## src/rtl/pio_timer_pkg.sv

```systemverilog
package pio_timer_pkg;

    localparam int CNT_W = 5;

    typedef enum logic [1:0] {
        PH_IDLE   = 2'd0,
        PH_SETUP  = 2'd1,
        PH_ACTIVE = 2'd2,
        PH_HOLD   = 2'd3
    } phase_e;

    typedef struct packed {
        logic [CNT_W-1:0] setup;
        logic [CNT_W-1:0] active;
        logic [CNT_W-1:0] hold;
    } phase_len_t;

    typedef struct packed {
        phase_e           phase;
        logic [CNT_W-1:0] cnt;
        logic [CNT_W-1:0] act_len;
        logic [CNT_W-1:0] hold_len;
        logic             write;
        logic             done;
    } seq_st_t;

    function automatic logic [CNT_W-1:0] setup_clocks(input logic [1:0] code);
        return CNT_W'(code) + CNT_W'(1);
    endfunction

    function automatic logic [CNT_W-1:0] hold_clocks(input logic [2:0] code);
        logic [CNT_W-1:0] r;
        case (code)
            3'd6:    r = CNT_W'(8);
            3'd7:    r = CNT_W'(12);
            default: r = CNT_W'(code) + CNT_W'(1);
        endcase
        return r;
    endfunction

    function automatic logic [CNT_W-1:0] active_clocks(input logic [2:0] code);
        logic [CNT_W-1:0] r;
        case (code)
            3'd5:    r = CNT_W'(8);
            3'd6:    r = CNT_W'(12);
            3'd7:    r = CNT_W'(16);
            default: r = CNT_W'(code) + CNT_W'(2);
        endcase
        return r;
    endfunction

endpackage

```

## src/rtl/pio_timing_select.sv

```systemverilog
module pio_timing_select #(
    parameter int N_CLASS = 2,
    parameter int BYTE_W  = 8,
    localparam int SEL_W  = (N_CLASS > 1) ? $clog2(N_CLASS) : 1
) (
    input  logic [N_CLASS-1:0][BYTE_W-1:0] tbytes_i,
    input  logic [SEL_W-1:0]               sel_i,
    output logic [BYTE_W-1:0]              tbyte_o
);

    always_comb begin
        tbyte_o = tbytes_i[0];
        for (int i = 1; i < N_CLASS; i++) begin
            if (sel_i == SEL_W'(i)) begin
                tbyte_o = tbytes_i[i];
            end
        end
    end

endmodule

```

## src/rtl/pio_timing_decode.sv

```systemverilog
module pio_timing_decode
    import pio_timer_pkg::*;
#(
    parameter int BYTE_W = 8
) (
    input  logic [BYTE_W-1:0] tbyte_i,
    output phase_len_t        len_o
);

    localparam int ACT_LSB   = 0;
    localparam int HOLD_LSB  = 3;
    localparam int SETUP_LSB = 6;

    logic [1:0] setup_code;
    logic [2:0] hold_code;
    logic [2:0] act_code;

    assign setup_code = tbyte_i[SETUP_LSB +: 2];
    assign hold_code  = tbyte_i[HOLD_LSB  +: 3];
    assign act_code   = tbyte_i[ACT_LSB   +: 3];

    always_comb begin
        len_o.setup  = setup_clocks(setup_code);
        len_o.active = active_clocks(act_code);
        len_o.hold   = hold_clocks(hold_code);
    end

endmodule

```

## src/rtl/pio_phase_seq.sv

```systemverilog
module pio_phase_seq
    import pio_timer_pkg::*;
(
    input  logic       clk,
    input  logic       rst_n,
    input  logic       start_i,
    input  logic       write_i,
    input  phase_len_t len_i,
    input  logic       iordy_en_i,
    input  logic       iordy_i,
    output phase_e     phase_o,
    output logic       write_o,
    output logic       done_o
);

    seq_st_t st_d, st_q;
    logic    cnt_last;
    logic    stall;

    assign cnt_last = (st_q.cnt == CNT_W'(1));
    assign stall    = iordy_en_i && !iordy_i;

    always_comb begin
        st_d      = st_q;
        st_d.done = 1'b0;
        unique case (st_q.phase)
            PH_IDLE: begin
                if (start_i) begin
                    st_d.phase    = PH_SETUP;
                    st_d.cnt      = len_i.setup;
                    st_d.act_len  = len_i.active;
                    st_d.hold_len = len_i.hold;
                    st_d.write    = write_i;
                end
            end
            PH_SETUP: begin
                if (cnt_last) begin
                    st_d.phase = PH_ACTIVE;
                    st_d.cnt   = st_q.act_len;
                end else begin
                    st_d.cnt = st_q.cnt - CNT_W'(1);
                end
            end
            PH_ACTIVE: begin
                if (cnt_last) begin
                    if (!stall) begin
                        st_d.phase = PH_HOLD;
                        st_d.cnt   = st_q.hold_len;
                    end
                end else begin
                    st_d.cnt = st_q.cnt - CNT_W'(1);
                end
            end
            PH_HOLD: begin
                if (cnt_last) begin
                    st_d.phase = PH_IDLE;
                    st_d.cnt   = '0;
                    st_d.done  = 1'b1;
                end else begin
                    st_d.cnt = st_q.cnt - CNT_W'(1);
                end
            end
            default: st_d.phase = PH_IDLE;
        endcase
    end

    always_ff @(posedge clk or negedge rst_n) begin
        if (!rst_n) begin
            st_q <= '{phase: PH_IDLE, cnt: '0, act_len: '0, hold_len: '0,
                      write: 1'b0, done: 1'b0};
        end else begin
            st_q <= st_d;
        end
    end

    assign phase_o = st_q.phase;
    assign write_o = st_q.write;
    assign done_o  = st_q.done;

endmodule

```

## src/rtl/pio_cycle_timer.sv

```systemverilog
module pio_cycle_timer
    import pio_timer_pkg::*;
#(
    parameter int BYTE_W = 8
) (
    input  logic              clk,
    input  logic              rst_n,
    input  logic              start_i,
    input  logic              write_i,
    input  logic              port_cls_i,
    input  logic [BYTE_W-1:0] data_timing_i,
    input  logic [BYTE_W-1:0] cmd_timing_i,
    input  logic              iordy_en_i,
    input  logic              iordy_i,
    output logic              addr_valid_o,
    output logic              rd_strobe_o,
    output logic              wr_strobe_o,
    output logic              busy_o,
    output logic              done_o
);

    localparam int N_CLASS = 2;

    logic [N_CLASS-1:0][BYTE_W-1:0] tbytes;
    logic [BYTE_W-1:0]              tbyte_sel;
    phase_len_t                     len;
    phase_e                         phase;
    logic                           write_q;

    assign tbytes[0] = data_timing_i;
    assign tbytes[1] = cmd_timing_i;

    pio_timing_select #(.N_CLASS(N_CLASS), .BYTE_W(BYTE_W)) sel_i (
        .tbytes_i (tbytes),
        .sel_i    (port_cls_i),
        .tbyte_o  (tbyte_sel)
    );

    pio_timing_decode #(.BYTE_W(BYTE_W)) dec_i (
        .tbyte_i (tbyte_sel),
        .len_o   (len)
    );

    pio_phase_seq seq_i (
        .clk        (clk),
        .rst_n      (rst_n),
        .start_i    (start_i),
        .write_i    (write_i),
        .len_i      (len),
        .iordy_en_i (iordy_en_i),
        .iordy_i    (iordy_i),
        .phase_o    (phase),
        .write_o    (write_q),
        .done_o     (done_o)
    );

    assign addr_valid_o = (phase != PH_IDLE);
    assign busy_o       = (phase != PH_IDLE);
    assign rd_strobe_o  = (phase == PH_ACTIVE) && !write_q;
    assign wr_strobe_o  = (phase == PH_ACTIVE) &&  write_q;

endmodule

```

## config.mk

```make
export PLATFORM = sky130hd
export DESIGN_NAME = pio_cycle_timer
export DESIGN_NICKNAME = d
export VERILOG_FILES = /design/src/rtl/pio_timer_pkg.sv /design/src/rtl/pio_timing_select.sv /design/src/rtl/pio_timing_decode.sv /design/src/rtl/pio_phase_seq.sv /design/src/rtl/pio_cycle_timer.sv
export SDC_FILE = /design/constraint.sdc
export NUM_CORES = 1
export LEC_CHECK = 0
export BUFFER_PORTS_ARGS = -buffer_cell sky130_fd_sc_hd__buf_4
export CAP_MARGIN = 30
export CORE_ASPECT_RATIO = 1.25
export CORE_MARGIN = 3
export CORE_UTILIZATION = 48
export DETAILED_ROUTE_END_ITERATION = 6
export HOLD_SLACK_MARGIN = 0.1
export PLACE_DENSITY_LB_ADDON = 0.1
export SYNTH_ARGS = -nofsm -noshare
export SYNTH_HDL_FRONTEND = slang
export SYNTH_SLANG_ARGS = --single-unit
export TNS_END_PERCENT = 1
```

## constraint.sdc

```tcl
create_clock -name clk -period 2.8 [get_ports clk]
set_input_delay 0.14 -clock clk [delete_from_list [all_inputs] [get_ports clk]]
set_output_delay 0.14 -clock clk [all_outputs]
set_load 0.1 [all_outputs]
```

After elaboration in Yosys (flattened, before gate mapping)
Index checks and enable logic that the tools add are counted.
- bits in registers: 19
- bits of input ports: 23
- output and inout bits: 5
- logic and storage cells: 49
- add/sub/neg operators: 4
- eq/ne operators: 15
- muxes and demuxes: 14
- reductions and logical operators: 10
- operators by type and width (operator ; count):
    $pmux 7 s4 ; 1
    $mux 18 ; 1
    $eq 3x3->1 const B ; 5
    $mux 5 ; 3
    $pmux 5 s3 ; 1
    $pmux 5 s2 ; 1
    $mux 8 ; 1
    $mux 7 ; 1
    $mux 2 ; 3
    $ne 2x1->1 const B ; 3
    $eq 5x1->1 const B ; 1
    $reduce_and 5->1 ; 1
    $sub 5x1->5 const B ; 1
    $add 3x1->4 const B ; 1
    $add 3x2->4 const B ; 1
    $eq 2x2->1 const B ; 2
    $ne 2x2->1 const B ; 2
    $reduce_and 2->1 ; 2
    $add 2x1->3 const B ; 1
    $logic_and 1x1->1 ; 3
    $ne 3x3->1 const B ; 1
    $eq 2x1->1 const B ; 1
    $logic_not 1->1 ; 2
    $logic_not 2->1 ; 1
    2 further kinds ; 3

Logic depth before layout (Yosys ltp)
- depth after elaboration: 5
- mapped depth: 7
- mapped depth without buffers: 6

By module
Synthesis repeated with hierarchy kept, for this count alone.
- cell total of the unflattened synthesis: 131
- area, all modules: 1435.1 um2
- by module, submodules not included (module ; instances ; cells an instance ; area an instance (um2) ; seq. area each (um2)):
    pio_phase_seq ; 1 ; 100 ; 1146.1 ; 475.5
    pio_timing_select ; 1 ; 9 ; 131.4 ; 0.0
    pio_timing_decode ; 1 ; 18 ; 122.6 ; 0.0
    pio_cycle_timer ; 1 ; 4 ; 35.0 ; 0.0

Worst setup path before layout
OpenSTA, ideal clock, no wires.
- path kind: register to output
- from: register seq_i.st_q, in the netlist seq_i.phase_o[0]
- to: output port rd_strobe_o
- arrival time: 2.242 ns
- required time: 2.660 ns
- setup slack: 0.418 ns
- stages on the path, launching flop included: 5
- buffers on the path: 1
- path through: dfrtp_1 -> inv_1 -> ha_1 -> clkbuf_1 -> nor2b_1
- cells in the longest elaborated chain, start to end: 2
- ends and longest elaborated chain (what ; RTL line ; source):
    from (decl) ; pio_phase_seq.sv:16 ; seq_st_t st_d, st_q;
    from (signal assigned) ; pio_phase_seq.sv:69 ; st_q <= '{phase: PH_IDLE, cnt: '0, act_len: '0, hold_len: '0,
    from (signal assigned) ; pio_phase_seq.sv:72 ; st_q <= st_d;
    $eq 2x2->1 ; pio_cycle_timer.sv:59 ; assign rd_strobe_o = (phase == PH_ACTIVE) && !write_q;
    $logic_and 1x1->1 ; pio_cycle_timer.sv:59 ;
    to (decl) ; pio_cycle_timer.sv:16 ; output logic rd_strobe_o,
No other way between the ends.

Worst setup path in the final report
- from: register seq_i.st_q, in the netlist seq_i.phase_o[0]
- to: register seq_i.st_q, in the netlist seq_i.phase_o[1]
- cells in the longest elaborated chain, start to end: 3
- elaborated cells on any way between the ends: 11
- those cells by class: 8 x eq/ne; 1 x mux; 2 x reduce/logical
- ends and longest elaborated chain (what ; RTL line ; source):
    $eq 2x2->1 (tied with other cells) ; pio_phase_seq.sv:26 ; unique case (st_q.phase)
    $ne 2x1->1 (no source line) or $ne 2x2->1 (tied branches) ; n/a ;
    $reduce_and 5->1 (no source line) ; n/a ;
Parallel ways exist; a longest one is shown, timed or not.
A chain may end at the register's enable or synchronous reset.

==> reports/qor.yml <==
final_nets: 179
max_freq_mhz: 505
path_buf_inv: 1
fin_crit_ns: 1.98
cts_tree: "built"
crit_arrival_ns: 2.16
slew_violations: 0
hold_violations: 0
vdd_drop_max_mv: 0.768
post_cts_buffers: 0
routedWlPerCell_um: 13.9
cts_root_buf: "clkbuf_4"
ys_ff_latch: 18
worstPathCellList: "inv_1 -> ha_1 -> nor3_1 -> o221ai_1 -> mux2_1"
grt_pass1_vias: 957
fin_crit_sh: 0.707
syn-num-nets: 152
cp_top_family: "simple AND/OR/NAND/NOR gates"
syn_to_final_growth_pct: 20.1
grt_pass1_wl_mm: 4.07
cts_hold_buf: 2
crit_required_ns: 2.98
worst-setup-path-type: "reg2reg"
synthAdderAreaFrac: 0.0837
die_h_um: 61.8
portBuffers: 27
rsz0062_at_grt: "false"
cp_slowest_cell: "nor3_1"
critPathCaptureType: "register"
synth_edf_count: 0
relSlewSlack: 0.634
cts_buffers: 3
worst-path-max-fanout: 9
grtUsageTotal: 0.174
synth_top_family_by_area: "compound AO/OA/AOI/OAI gates"
synth-seq-area-share: 0.377
status: "finished clean"
start_kind: "register"
power_leakage_nw: 0.675
dieArea_um2: 3130
synth_async_sr_flop_share: 1.00
cts_num_sinks: 18
viasPerCell: 5.58
clock_skew_ns: 0.00186
synth_simple_gate_area_frac: 0.140
antenna_found_initial: 0
synth-compound-area-share: 0.207
setup_viol: 0
die_w_um: 50.7
grt_max_degree: 19
h-tree-depth: 1
cts_resized: 0
syn-instance-count: 121
clk_pin_slew_ns: 0.09
clk_path_buf_depth: 2
hold_path_class: "in2reg"
placementRows: 19
core_um2: 2280
syn-cell-area_um2: 1200
fin_setup_tns_ns: 0
remaining_drc_errors: 0
pin_count: 28
initial_core_util: 0.524
layout-drive-gt1-share: 0.281
drv_cap: 0
drt_first_pass_iters: 4
antenna_left: 0
drt-total-wl_mm: 2.46
drtIter0Drc: 18
synth_ff_type: "dfrtp_1"
tightest_slew_ns: 0.547
ys_types: 40
total_power_mw: 1.52
yosysWarnings: 0
grt_overflow: 0
clock_latency_ns: 0.28
gp_congestion: 0.837
synth.area.mux_share: 0.115
place_hpwl_mm: 1.99
num_antenna_cells: 0
r2r_setup_slack_ns: 0.82
synth.avg_cell_area_um2: 9.89
synth_xor_area_frac: 0.0220
num_vias: 987
power_density_nw_per_um2: 1060
max_stage_delay_ns: 0.45
-- cell usage after synthesis, types with 2 or more instances --
cell | count | area share
mux2_2 | 5 | 0.047
o31ai_1 | 4 | 0.025
a21o_1 | 2 | 0.013
a211oi_1 | 2 | 0.013
xnor2_1 | 2 | 0.015
dfrtp_1 | 18 | 0.38
inv_1 | 6 | 0.019
nand2_1 | 12 | 0.038
nor2_1 | 9 | 0.028
clkbuf_1 | 2 | 0.0063
mux2i_1 | 7 | 0.059
buf_4 | 2 | 0.013
ha_1 | 8 | 0.084
and2_1 | 3 | 0.016
a32oi_1 | 2 | 0.015
nor3_1 | 2 | 0.0084
o21ai_1 | 5 | 0.021
a22oi_1 | 3 | 0.019
o21ai_0 | 3 | 0.013
a21oi_1 | 4 | 0.017
-- report_power, final --
part	total (mW)	internal (mW)	switching (mW)
Combinational	0.942	0.334	0.607
Sequential	0.460	0.371	0.0885
Clock	0.123	0.0500	0.0734
Total	1.52	0.755	0.769
-- per-stage QoR --
step / setup slack, ns / hold slack [ns] / std cells / utilization / area, um2
finish: 0.820 / 0.194 / 177 / 0.629 / 1440
global route: 0.608 / 0.201 / 177 / 0.629 / 1440
floorplan: 0.418 / -0.156 / 121 / - / 1200
detailed placement: 0.842 / 0.0186 / 172 / 0.611 / 1390
global placement: 0.930 / 0.0200 / 172 / 0.611 / 1390
CTS: 0.818 / 0.187 / 177 / 0.629 / 1440
-- area by class of cell --
type	count	area [um2]
fill	223	846
sequential	18	450
multi-input combinational	90	679
inverter	6	22.5
tap	31	38.8
timing repair buffer	29	223
clock buffer	3	22.5
-- sequential cells by signal, summed over array words and instances, names as in the netlist --
register and count:
seq_i.phase_o 2, seq_i.st_q 14, seq_i.write_o 1, seq_i.done_o 1
-- cells by family after synthesis --
family | after synthesis
AO/OA/AOI/OAI | 33
XOR/XNOR | 3
adder cells (fa/ha/maj) | 8
buffers and inverters | 13
flip-flops | 18
multiplexers | 13
AND/OR/NAND/NOR | 33
-- final timing paths --
path                                              start                      endpoint  cells after the start
hold / removal                         data_timing_i[3]     seq_i.st_q[2]$_DFFE_PN0P_                      3
setup / recovery           seq_i.phase_o[0]$_DFFE_PN0P_  seq_i.phase_o[1]$_DFFE_PN0P_                      5
hold reg to reg               seq_i.st_q[9]$_DFFE_PN0P_     seq_i.st_q[9]$_DFFE_PN0P_                      1
max in group asynchronous                         rst_n    seq_i.st_q[12]$_DFFE_PN0P_                      2
setup reg to reg           seq_i.phase_o[0]$_DFFE_PN0P_  seq_i.phase_o[1]$_DFFE_PN0P_                      5
min in group asynchronous                         rst_n    seq_i.st_q[16]$_DFFE_PN0P_                      2
-- routing by layer --
metal / part of all wire / global-route usage / vias up
met3: 0.043 / 0.0286 / 2
met4: 0.0057 / 0.0846 / 0
met2: 0.53 / 0.315 / 22
met1: 0.42 / 0.203 / 476
met5: 0 / 0 / -
li1: - / - / 487
-- worst register-to-register path: stages, from the launching register on --
cell	delay, ns
dfrtp_1	0.40
inv_1	0.09
ha_1	0.32
nor3_1	0.45
o221ai_1	0.25
mux2_1	0.36
-- layout by cell type (no fill, tap or decap), drive strengths merged, types with 3 or more instances in the layout --
master	netlist	routed
dfrtp	18	18
mux2	6	6
o31ai	4	4
ha	8	8
a22oi	4	4
clkbuf	3	3
and2	3	3
buf	4	27
nor2	9	9
a21oi	4	4
o21ai	8	8
nand2	12	12
mux2i	7	7
inv	6	6
Note: power is estimated with default switching activity, not from simulation.
